[src/rtl/gis_pkg.sv]
package gis_pkg;
  // Target of a register access after address decode
  typedef enum logic [1:0] {
    SEL_NONE   = 2'd0,
    SEL_STATUS = 2'd1,
    SEL_ENABLE = 2'd2
  } gis_sel_e;
endpackage

[src/rtl/gis_decode.sv]
module gis_decode
  import gis_pkg::*;
#(
  parameter int ADDR_W     = 8,
  parameter int STATUS_OFS = 'h18,
  parameter int ENABLE_OFS = 'h1C
) (
  input  logic [ADDR_W-1:0] addr,
  output gis_sel_e          sel
);
  localparam logic [ADDR_W-1:0] STATUS_A = ADDR_W'(STATUS_OFS);
  localparam logic [ADDR_W-1:0] ENABLE_A = ADDR_W'(ENABLE_OFS);

  always_comb begin
    if (addr == STATUS_A)      sel = SEL_STATUS;
    else if (addr == ENABLE_A) sel = SEL_ENABLE;
    else                       sel = SEL_NONE;
  end
endmodule

[src/rtl/gis_status_reg.sv]
module gis_status_reg #(
  parameter int NUM_LINES = 24
) (
  input  logic                 clk,
  input  logic                 rst,
  input  logic                 wr_hit,
  input  logic [NUM_LINES-1:0] wdata,
  input  logic [NUM_LINES-1:0] evt,
  output logic [NUM_LINES-1:0] status
);
  logic [NUM_LINES-1:0] status_q;

  for (genvar i = 0; i < NUM_LINES; i++) begin : g_flag
    logic clr_req;
    assign clr_req = wr_hit & ~wdata[i];

    always_ff @(posedge clk) begin
      if (rst)         status_q[i] <= 1'b0;
      else if (evt[i]) status_q[i] <= 1'b1;
      else if (clr_req) status_q[i] <= 1'b0;
    end

    // an event always leaves the flag set
    p_evt_sets_r2: assert property (@(posedge clk) disable iff (rst)
      evt[i] |=> status_q[i]);
    // a written 0 clears the flag when no event competes
    p_zero_clears_r3: assert property (@(posedge clk) disable iff (rst)
      (wr_hit && !wdata[i] && !evt[i]) |=> !status_q[i]);
    // a written 1 leaves the flag unchanged
    p_one_keeps_r3: assert property (@(posedge clk) disable iff (rst)
      (wr_hit && wdata[i] && !evt[i]) |=> $stable(status_q[i]));
  end

  // without a status write or event the register holds
  p_hold_r9: assert property (@(posedge clk) disable iff (rst)
    (!wr_hit && evt == '0) |=> $stable(status_q));

  assign status = status_q;
endmodule

[src/rtl/gis_enable_reg.sv]
module gis_enable_reg #(
  parameter int NUM_LINES = 24
) (
  input  logic                 clk,
  input  logic                 rst,
  input  logic                 wr_hit,
  input  logic [NUM_LINES-1:0] wdata,
  output logic [NUM_LINES-1:0] enable
);
  logic [NUM_LINES-1:0] enable_q;

  always_ff @(posedge clk) begin
    if (rst)         enable_q <= '0;
    else if (wr_hit) enable_q <= wdata;
  end

  // written value is held from the next cycle
  p_enable_load_r5: assert property (@(posedge clk) disable iff (rst)
    wr_hit |=> enable_q == $past(wdata));
  // no write, no change
  p_enable_hold_r9: assert property (@(posedge clk) disable iff (rst)
    !wr_hit |=> $stable(enable_q));

  assign enable = enable_q;
endmodule

[src/rtl/gis_readback.sv]
module gis_readback
  import gis_pkg::*;
#(
  parameter int NUM_LINES = 24,
  parameter int DATA_W    = 32
) (
  input  logic                 clk,
  input  logic                 rst,
  input  gis_sel_e             sel,
  input  logic [NUM_LINES-1:0] status,
  input  logic [NUM_LINES-1:0] enable,
  output logic [DATA_W-1:0]    rdata
);
  localparam int RSV_W = DATA_W - NUM_LINES;

  logic [DATA_W-1:0] rdata_q;

  always_ff @(posedge clk) begin
    if (rst) begin
      rdata_q <= '0;
    end else begin
      unique case (sel)
        SEL_STATUS: rdata_q <= {{RSV_W{1'b0}}, status};
        SEL_ENABLE: rdata_q <= {{RSV_W{1'b0}}, enable};
        default:    rdata_q <= '0;
      endcase
    end
  end

  // unmapped offsets read zero one cycle later
  p_unmapped_zero_r9: assert property (@(posedge clk) disable iff (rst)
    (sel == SEL_NONE) |=> rdata_q == '0);
  // reserved upper bits never read as 1
  p_rsv_zero_r6: assert property (@(posedge clk) disable iff (rst)
    rdata_q[DATA_W-1:NUM_LINES] == '0);

  assign rdata = rdata_q;
endmodule

[src/rtl/gpio_irq_ctrl.sv]
module gpio_irq_ctrl
  import gis_pkg::*;
#(
  parameter int NUM_LINES  = 24,
  parameter int DATA_W     = 32,
  parameter int ADDR_W     = 8,
  parameter int STATUS_OFS = 'h18,
  parameter int ENABLE_OFS = 'h1C
) (
  input  logic                 clk,
  input  logic                 rst,
  input  logic [ADDR_W-1:0]    bus_addr,
  input  logic                 bus_wr,
  input  logic [DATA_W-1:0]    bus_wdata,
  output logic [DATA_W-1:0]    bus_rdata,
  input  logic [NUM_LINES-1:0] evt_pulse,
  output logic                 irq
);
  gis_sel_e             sel;
  logic [NUM_LINES-1:0] status;
  logic [NUM_LINES-1:0] enable;
  logic                 unused_rsv_wdata;

  assign unused_rsv_wdata = ^bus_wdata[DATA_W-1:NUM_LINES];

  gis_decode #(
    .ADDR_W    (ADDR_W),
    .STATUS_OFS(STATUS_OFS),
    .ENABLE_OFS(ENABLE_OFS)
  ) u_decode (
    .addr(bus_addr),
    .sel (sel)
  );

  gis_status_reg #(.NUM_LINES(NUM_LINES)) u_status (
    .clk   (clk),
    .rst   (rst),
    .wr_hit(bus_wr && sel == SEL_STATUS),
    .wdata (bus_wdata[NUM_LINES-1:0]),
    .evt   (evt_pulse),
    .status(status)
  );

  gis_enable_reg #(.NUM_LINES(NUM_LINES)) u_enable (
    .clk   (clk),
    .rst   (rst),
    .wr_hit(bus_wr && sel == SEL_ENABLE),
    .wdata (bus_wdata[NUM_LINES-1:0]),
    .enable(enable)
  );

  gis_readback #(
    .NUM_LINES(NUM_LINES),
    .DATA_W   (DATA_W)
  ) u_readback (
    .clk   (clk),
    .rst   (rst),
    .sel   (sel),
    .status(status),
    .enable(enable),
    .rdata (bus_rdata)
  );

  assign irq = |(status & enable);

  // a request needs a pending flag
  p_irq_needs_flag_r8: assert property (@(posedge clk) disable iff (rst)
    irq |-> status != '0);
  // a fully cleared enable register silences the request
  p_irq_masked_r8: assert property (@(posedge clk) disable iff (rst)
    (enable == '0) |-> !irq);
  // an event on an enabled line raises the request next cycle
  p_evt_enabled_irq_r7: assert property (@(posedge clk) disable iff (rst)
    ((evt_pulse & enable) != '0 && !(bus_wr && sel == SEL_ENABLE)) |=> irq);
endmodule

[config.mk]
export PLATFORM = sky130hd
export DESIGN_NAME = gpio_irq_ctrl
export DESIGN_NICKNAME = d
export VERILOG_FILES = /design/src/rtl/gis_pkg.sv /design/src/rtl/gis_decode.sv /design/src/rtl/gis_status_reg.sv /design/src/rtl/gis_enable_reg.sv /design/src/rtl/gis_readback.sv /design/src/rtl/gpio_irq_ctrl.sv
export SDC_FILE = /design/constraint.sdc
export NUM_CORES = 1
export LEC_CHECK = 0
export ABC_AREA = 0
export BUFFER_PORTS_ARGS = -buffer_cell sky130_fd_sc_hd__clkbuf_2
export CELL_PAD_IN_SITES_DETAIL_PLACEMENT = 1
export CELL_PAD_IN_SITES_GLOBAL_PLACEMENT = 2
export CORE_MARGIN = 8
export CORE_UTILIZATION = 32
export CTS_CLUSTER_SIZE = 24
export DETAILED_ROUTE_END_ITERATION = 8
export PLACE_DENSITY_LB_ADDON = 0.1
export SLEW_MARGIN = 0
export SYNTH_ARGS = -nofsm -noshare
export SYNTH_HDL_FRONTEND = slang
export SYNTH_SLANG_ARGS = --single-unit
[constraint.sdc]
create_clock -name clk -period 2.5 [get_ports clk]
set_input_delay 0.125 -clock clk [delete_from_list [all_inputs] [get_ports clk]]
set_output_delay 0.125 -clock clk [all_outputs]
set_load 0.005 [all_outputs]
==> impl_metrics.json, run 1 <==
{
  "outcome": "finished, final reports clean",
  "start_util_pct": 32.5,
  "rsz0062_at_grt": "no",
  "instances_no_fill": 487,
  "wl_per_cell_um": 17.3,
  "dp.cells": 471,
  "ctsRootBufferMaster": "clkbuf_8",
  "period_share_pct": 69.0,
  "dr_total_vias": 2404,
  "cts_setup_buffers": 0,
  "io_buffer_count": 83,
  "fin_nets": 438,
  "synth_flop_cell": "dfxtp_1",
  "slew_violations": 0,
  "critPathTopFamily": "simple AND/OR/NAND/NOR gates",
  "path_cells": "a22oi_1 > nand4_1 > or3_1 > clkbuf_2",
  "clkLatencyLatePin_ns": 0.34,
  "finalHoldViolCount": 0,
  "synth_edf_count": 0,
  "yosysTopAreaCell": "dfxtp_1",
  "ios": 100,
  "synth-warning-count": 0,
  "crit_type": "reg -> out",
  "drc_errors": 0,
  "cp.arrival_ns": 1.60,
  "clockBufferDepth": 2,
  "drtPass1Iterations": 4,
  "die_h_um": 112,
  "setup_viol": 0,
  "max_freq_ghz": 0.579,
  "core_mm2": 0.00915,
  "synthCells": 294,
  "cellPowerDensity_mw_per_mm2": 620,
  "synthArstFlopShare_pct": 0,
  "antenna_left": 0,
  "synth_area_leaders": "dfxtp_1 48%, nand2b_1 10%, mux2i_1 8.1%",
  "cts_tree": "done",
  "dp_hpwl_um": 5770,
  "cts-resized-gates": 0,
  "critPathCaptureType": "output pin",
  "rows": 35,
  "max_stage_delay_ns": 0.40,
  "htreeDepth": 3,
  "grt_pass1_wl_um": 13600,
  "grt_pass1_vias": 2626,
  "vdd_drop_max_mv": 0.202,
  "nFillCells": 1092,
  "worstPathMaxFanout": 3,
  "cts-buffers-inserted": 9,
  "via_per_inst": 4.94,
  "drt-total-wl_um": 8430,
  "relSlewSlack_pct": 59.2,
  "ys_seq_area_share_pct": 48.4,
  "path_buf_inv": 1,
  "multi_input_area_mm2": 0.00137,
  "grt_util_all_layers_pct": 13.7,
  "tightestPinTransition_ns": 0.612,
  "synth.most_common_cell": "dfxtp_1",
  "period_needed_ns": 1.73,
  "die_x_um": 112,
  "antenna_found_initial": 0,
  "fin_tns_setup_ns": 0,
  "cp_data_required_time_ns": 2.38,
  "hp-class": "in -> reg",
  "finClkSkew_ns": 0.00820,
  "drive_gt1_share_pct": 27.9,
  "grt_max_degree": 73,
  "diodes": 0,
  "synth_top_cell_area_share_pct": 48.4,
  "yosys-top-cells-count": "72 x dfxtp_1, 48 x nand2b_1, 48 x nor2_1",
  "slowest_stage": "or3_1",
  "synth_area_mm2": 0.00298,
  "crit_path_start_kind": "flop",
  "fp.dieArea_mm2": 0.0126,
  "path_clk_slew_ns": 0.08,
  "clock-sinks": 72,
  "reg2reg_from": "u_status.status[9]",
  "syn_area_per_cell_um2": 10.1,
  "overflow": 0,
  "startpoint": "u_status.status[10]",
  "synth-seq-cells": 72,
  "areaGrowthSynthToFinish_pct": 21.1,
  "ff_latch_area_mm2": 0.00144,
  "gp_congestion": 0.669,
  "max-cap-violations": 0,
  "drtIter0Drc": 68,
  "hp-start": "bus_wdata[2]",
  "p_leak_nw": 1.50,
  "netlist-cell-type-count": 20,
  "holdBufCountCts": 0
}
## flip-flops by register name, summed over array words and instances (netlist names)
name,count
u_enable.enable,24
u_readback.rdata,24
u_status.status,24
## tightest hold or removal path: cells and delay by family
| kind | cells | cell delay (ns) |
|---|---|---|
| buf+inv | 1 | 0.09 |
| simple gates | 1 | 0.06 |
| mux | 1 | 0.06 |
## metrics by stage
stage / power [mW] / setup slack (ns) / cell area [um^2] / util (%) / hold slack, ns
finish: 2.24 / 0.774 / 3600 / 39.4 / 0.0328
global route: 2.34 / 0.683 / 3600 / 39.4 / 0.0284
CTS: 2.27 / 0.731 / 3600 / 39.4 / 0.0215
detailed placement: 1.38 / 0.865 / 3420 / 37.4 / 0.398
global placement: 1.38 / 0.900 / 3420 / 37.4 / 0.390
floorplan: 1.31 / 1.35 / 3000 / - / 0.280
## power by group
part           switching [mW]  internal [mW]
clock network           0.425          0.458
logic                  0.0781         0.0763
registers              0.0247           1.17
total                   0.527           1.71
## cell families after synthesis
group	after synthesis	share of synthesized area, %
other	1	0.126
flip-flops	72	48.4
buffers and inverters	30	6.43
AND/OR/NAND/NOR	107	19.8
multiplexers	24	8.07
AO/OA/AOI/OAI	60	17.2
## final timing paths
path,end,slack (ns),depth (start not counted)
setup / recovery,irq,0.77,4
hold / removal,u_enable.enable[2],0.03,3
setup reg to reg,u_status.status[9],1.68,2
hold reg to reg,u_enable.enable[9],0.49,2
## layer usage
layer	track usage, %	part of all wire (%)	vias to the layer above
li1	-	-	1196
met1	16.7	47	1137
met2	22.2	46	60
met3	3.70	5.4	11
met4	5.94	1.5	0
met5	0	0	-
## layout make-up
type / instances / share of cell area, %
multi-input combinational: 199 / 38.0
tap: 111 / 3.85
clock buffer: 12 / 3.75
clock inverter: 4 / 1.25
timing repair buffer: 89 / 13.1
sequential: 72 / 40.0
## layout by cell type, fill, tap and decap left out, drive strengths merged, types with 2 or more instances in the layout
cell     n
mux2i   24
buf      6
clkinv   3
dfxtp   72
nor2    48
nand4    3
and4     2
a311oi  24
nand2b  48
clkbuf  95
a22o    24
a22oi   12
conb     8
Power figures use the tool's default switching activity.
==> run 2: changes to the inputs <==
- CORE_UTILIZATION: 32 -> 30
- clock period: 2.5 -> 1.6 ns (I/O delays scaled with it)
==> impl_metrics.json, run 2 (synthesized netlist as in run 1, its figures left out) <==
{
  "grt_pass1_wl_um": 14200,
  "finalWorstSetupSlack_ns": -0.0181,
  "gp_congestion": 0.670,
  "power.switching_uw": 863,
  "antenna_left": 0,
  "dp_hpwl_um": 5870,
  "start_util_pct": 30.7,
  "fin_tns_setup_ns": -0.0181,
  "grt_pass1_vias": 2772,
  "period_needed_ns": 1.62,
  "crit_type": "reg -> out",
  "ctsRootBufferMaster": "clkbuf_8",
  "via_per_inst": 4.68,
  "dpl_cell_area_mm2": 0.00349,
  "cp.arrival_ns": 1.54,
  "cts_tree": "done",
  "post-route-util_pct": 41.2,
  "cellPowerDensity_mw_per_mm2": 879,
  "core_mm2": 0.00968,
  "outcome": "finished, violations left",
  "drt-total-wl_um": 8910,
  "mostFrequentLayoutCells": "83 x clkbuf_2, 71 x dfxtp_1, 48 x nand2b_1, 48 x nor2_1, 28 x dlygate4sd3_1",
  "die_h_um": 116,
  "vdd_drop_max_mv": 0.320,
  "cp_data_required_time_ns": 1.52,
  "antenna_found_initial": 0,
  "overflow": 0,
  "p_sw_share_pct": 24.6,
  "die_x_um": 116,
  "grt_util_all_layers_pct": 13.7,
  "tightestPinTransition_ns": 0.620,
  "ios": 100,
  "clock-sinks": 72,
  "rsz0062_at_grt": "yes",
  "drtIter0Drc": 108,
  "p_comb_share_pct": 8.6,
  "max_freq_ghz": 0.618,
  "wl_per_cell_um": 16.6,
  "diodes": 0,
  "clkLatencyLatePin_ns": 0.34,
  "dr_total_vias": 2515,
  "violations": "negative setup slack",
  "rows": 36,
  "drc_errors": 0,
  "power.share.clock_pct": 37.8,
  "htreeDepth": 3,
  "fin_nets": 467,
  "period_share_pct": 101,
  "drtPass1Iterations": 4,
  "path_clk_slew_ns": 0.08,
  "setup_viol": 1,
  "layout_commonest_cell": "clkbuf_2",
  "areaGrowthSynthToFinish_pct": 34.0,
  "finalHoldViolCount": 0,
  "grt_max_degree": 73,
  "hold_ws_ns": 0.0111,
  "crit_path_start_kind": "flop",
  "max-cap-violations": 0,
  "critPathCaptureType": "output pin",
  "p_leak_nw": 1.62,
  "nFillCells": 1114,
  "relSlewSlack_pct": 58.6,
  "cts-buffers-inserted": 9,
  "hp-class": "in -> reg",
  "slew_violations": 0,
  "fp.dieArea_mm2": 0.0134,
  "worstPathMaxFanout": 3,
  "clockBufferDepth": 2,
  "drive_gt1_share_pct": 28.5,
  "final_cell_area_mm2": 0.00399,
  "sequentialPowerShare_pct": 53.6,
  "finClkSkew_ns": 0.0128,
  "intPower_mw": 2.64,
  "io_buffer_count": 83
}
## run 2: repair_timing
item	in CTS	in global routing
cloned	0	0
hold endpoints to repair	24	4
hold buffers	24	4
pin swaps	4	2
setup buffers	1	0
gates resized for setup	5	2
setup endpoints to repair	1	1
## run 2: final timing paths
path	from	depth (start not counted)	slack, ns	end
setup / recovery	u_enable.enable[6]	4	-0.02	irq
hold / removal	evt_pulse[12]	3	0.01	u_status.status[12]
setup reg to reg	u_status.status[2]	3	0.76	u_status.status[2]
hold reg to reg	u_enable.enable[10]	2	0.50	u_enable.enable[10]
## run 2: layout make-up
cell class	instances	area [um^2]	area share (%)
repair buffers	118	798	20.0
clock buffers	11	151	3.80
multi-input cells	199	1400	35.1
clock inverters	4	28.8	0.721
well taps	133	166	4.17
flip-flops and latches	72	1440	36.2
## run 2: layer usage
layer / global-route usage, % / share of wire, % / wire (um)
met3: 5.16 / 5.7 / 509
met1: 16.1 / 45 / 4040
met4: 3.28 / 0.83 / 74
met5: 0 / 0 / 0
met2: 23.2 / 48 / 4290
## run 2: critical path, cell delays in order (launching register included)
cell and delay (ns):
dfxtp_1 0.34, a22oi_2 0.24, nand4_1 0.11, or3_4 0.40, clkbuf_2 0.12
## run 2: power groups by stage
stage	clock network (mW)	logic, mW	registers [mW]
3_3_place_gp	0	0.241	1.92
3_5_place_dp	0	0.247	1.92
5_1_grt	1.46	0.339	1.89
4_1_cts	1.37	0.296	1.88
2_1_floorplan	0	0.139	1.90
6_report	1.33	0.301	1.88
## run 2: stage by stage
step                cells  setup slack [ns]  total power, mW
finish                537           -0.0181             3.51
global route          537            -0.108             3.69
CTS                   533           -0.0752             3.55
detailed placement    493             0.232             2.16
global placement      493             0.234             2.16
floorplan             301             0.496             2.04
==> run 3: changes to the inputs <==
- PLACE_DENSITY_LB_ADDON: 0.1 -> 0.2
==> impl_metrics.json, run 3 (synthesized netlist as in run 1, its figures left out) <==
{
  "drc_errors": 0,
  "cts-buffers-inserted": 9,
  "overflow": 0,
  "tightestPinTransition_ns": 0.624,
  "drive_gt1_share_pct": 30.8,
  "areaGrowthSynthToFinish_pct": 32.7,
  "slowest_stage": "or3_1",
  "grt_pass1_wl_um": 13900,
  "final_cell_area_mm2": 0.00395,
  "htreeDepth": 3,
  "layout_commonest_cell": "clkbuf_2",
  "rsz0062_at_grt": "yes",
  "dr_total_vias": 2534,
  "path_buf_inv": 1,
  "rows": 36,
  "core_mm2": 0.00968,
  "critPathCaptureType": "output pin",
  "finalHoldViolCount": 0,
  "cellPowerDensity_mw_per_mm2": 861,
  "fin_tns_setup_ns": 0,
  "fp.dieArea_mm2": 0.0134,
  "wl_per_cell_um": 16.5,
  "grt_pass1_vias": 2735,
  "dp.cells": 493,
  "die_x_um": 116,
  "via_per_inst": 4.76,
  "diodes": 0,
  "drtPass1Iterations": 4,
  "io_buffer_count": 83,
  "cp_data_required_time_ns": 1.52,
  "finClkSkew_ns": 0.00798,
  "pre_cts_slack_ns": 0.271,
  "cts_tree": "done",
  "hp-class": "in -> reg",
  "slew_violations": 0,
  "drtIter0Drc": 103,
  "clockBufferDepth": 2,
  "nFillCells": 1120,
  "outcome": "finished, final reports clean",
  "cp.arrival_ns": 1.50,
  "finalWorstSetupSlack_ns": 0.0200,
  "dpl_cell_area_mm2": 0.00349,
  "max_stage_delay_ns": 0.37,
  "crit_path_start_kind": "flop",
  "instances_no_fill": 532,
  "mostFrequentLayoutCells": "83 x clkbuf_2, 65 x dfxtp_1, 48 x nand2b_1, 48 x nor2_1",
  "path_clk_slew_ns": 0.08,
  "drt-total-wl_um": 8760,
  "worstPathMaxFanout": 3,
  "p_leak_nw": 1.61,
  "fin_nets": 463,
  "setup_viol": 0,
  "gp_congestion": 0.657,
  "vdd_drop_max_mv": 0.310,
  "antenna_left": 0,
  "grt_max_degree": 73,
  "die_h_um": 116,
  "start_util_pct": 30.7,
  "critPathTopFamily": "simple AND/OR/NAND/NOR gates",
  "grt_util_all_layers_pct": 13.5,
  "clkLatencyLatePin_ns": 0.34,
  "dp_hpwl_um": 5790,
  "max_freq_ghz": 0.633,
  "clock-sinks": 72,
  "crit_type": "reg -> out",
  "period_share_pct": 98.8,
  "max-cap-violations": 0,
  "period_needed_ns": 1.58,
  "ctsRootBufferMaster": "clkbuf_8",
  "antenna_found_initial": 0,
  "ios": 100,
  "path_cells": "a22oi_2 > nand4_1 > or3_1 > clkbuf_2",
  "relSlewSlack_pct": 58.4
}
==> run 3: cell types whose count changed in the layout (fill, tap and decap cells not counted), sizes merged <==
cell	delta
clkinv	+2
clkbuf	-1
inv	-1
dlygate4sd3	-4
clkinvlp	-1
==> run 3: metal layers <==
metal	wire [um]	GRT usage, %	vias up
met5	0	0	-
met2	4170	22.2	59
met4	106	4.41	0
met3	412	3.54	9
met1	4080	16.8	1222
li1	-	-	1244
==> run 3: final cells by class <==
class	instances	area (um^2)	area share, %
multi-input cells	199	1420	35.8
well taps	133	166	4.21
clock inverters	4	22.5	0.570
repair buffers	114	758	19.2
flip-flops and latches	72	1450	36.7
clock buffers	10	138	3.48
==> run 3: worst register-to-register path, cell delays in order (launching register included) <==
cell and delay [ns]:
dfxtp_1 0.38, nor2_1 0.06, a311oi_1 0.29
==> run 3: power breakdown <==
part	total [mW]	internal (mW)	switching [mW]
Sequential	1.88	1.84	0.0454
Clock	1.23	0.580	0.647
Combinational	0.294	0.160	0.134
Total	3.40	2.58	0.826
==> run 3: worst paths after layout <==
| kind | to | cells after the start | from | slack (ns) |
|---|---|---|---|---|
| hold reg to reg | u_enable.enable[13] | 2 | u_enable.enable[13] | 0.49 |
| setup / recovery | irq | 4 | u_enable.enable[10] | 0.02 |
| setup reg to reg | u_status.status[13] | 2 | u_status.status[13] | 0.77 |
| hold / removal | u_enable.enable[14] | 3 | bus_wdata[14] | 0.01 |
==> run 3: what timing repair did <==
item / in CTS / in global routing
gates resized for setup: 12 / 4
endpoints found under the hold margin: 24 / 0
setup endpoints to repair: 1 / 1
pin swaps: 7 / 3
buffers inserted: 1 / 0
hold buffers: 24 / 0
==> run 3: stage by stage <==
stage                     hold slack [ns]  power (mW)  utilization (%)
final                              0.0119        3.40             40.8
after global routing              0.00516        3.58             40.8
after floorplan                     0.235        2.04                -
after detailed placement            0.355        2.16             36.0
after global placement              0.346        2.15             36.0
after CTS                        0.000489        3.45             40.7
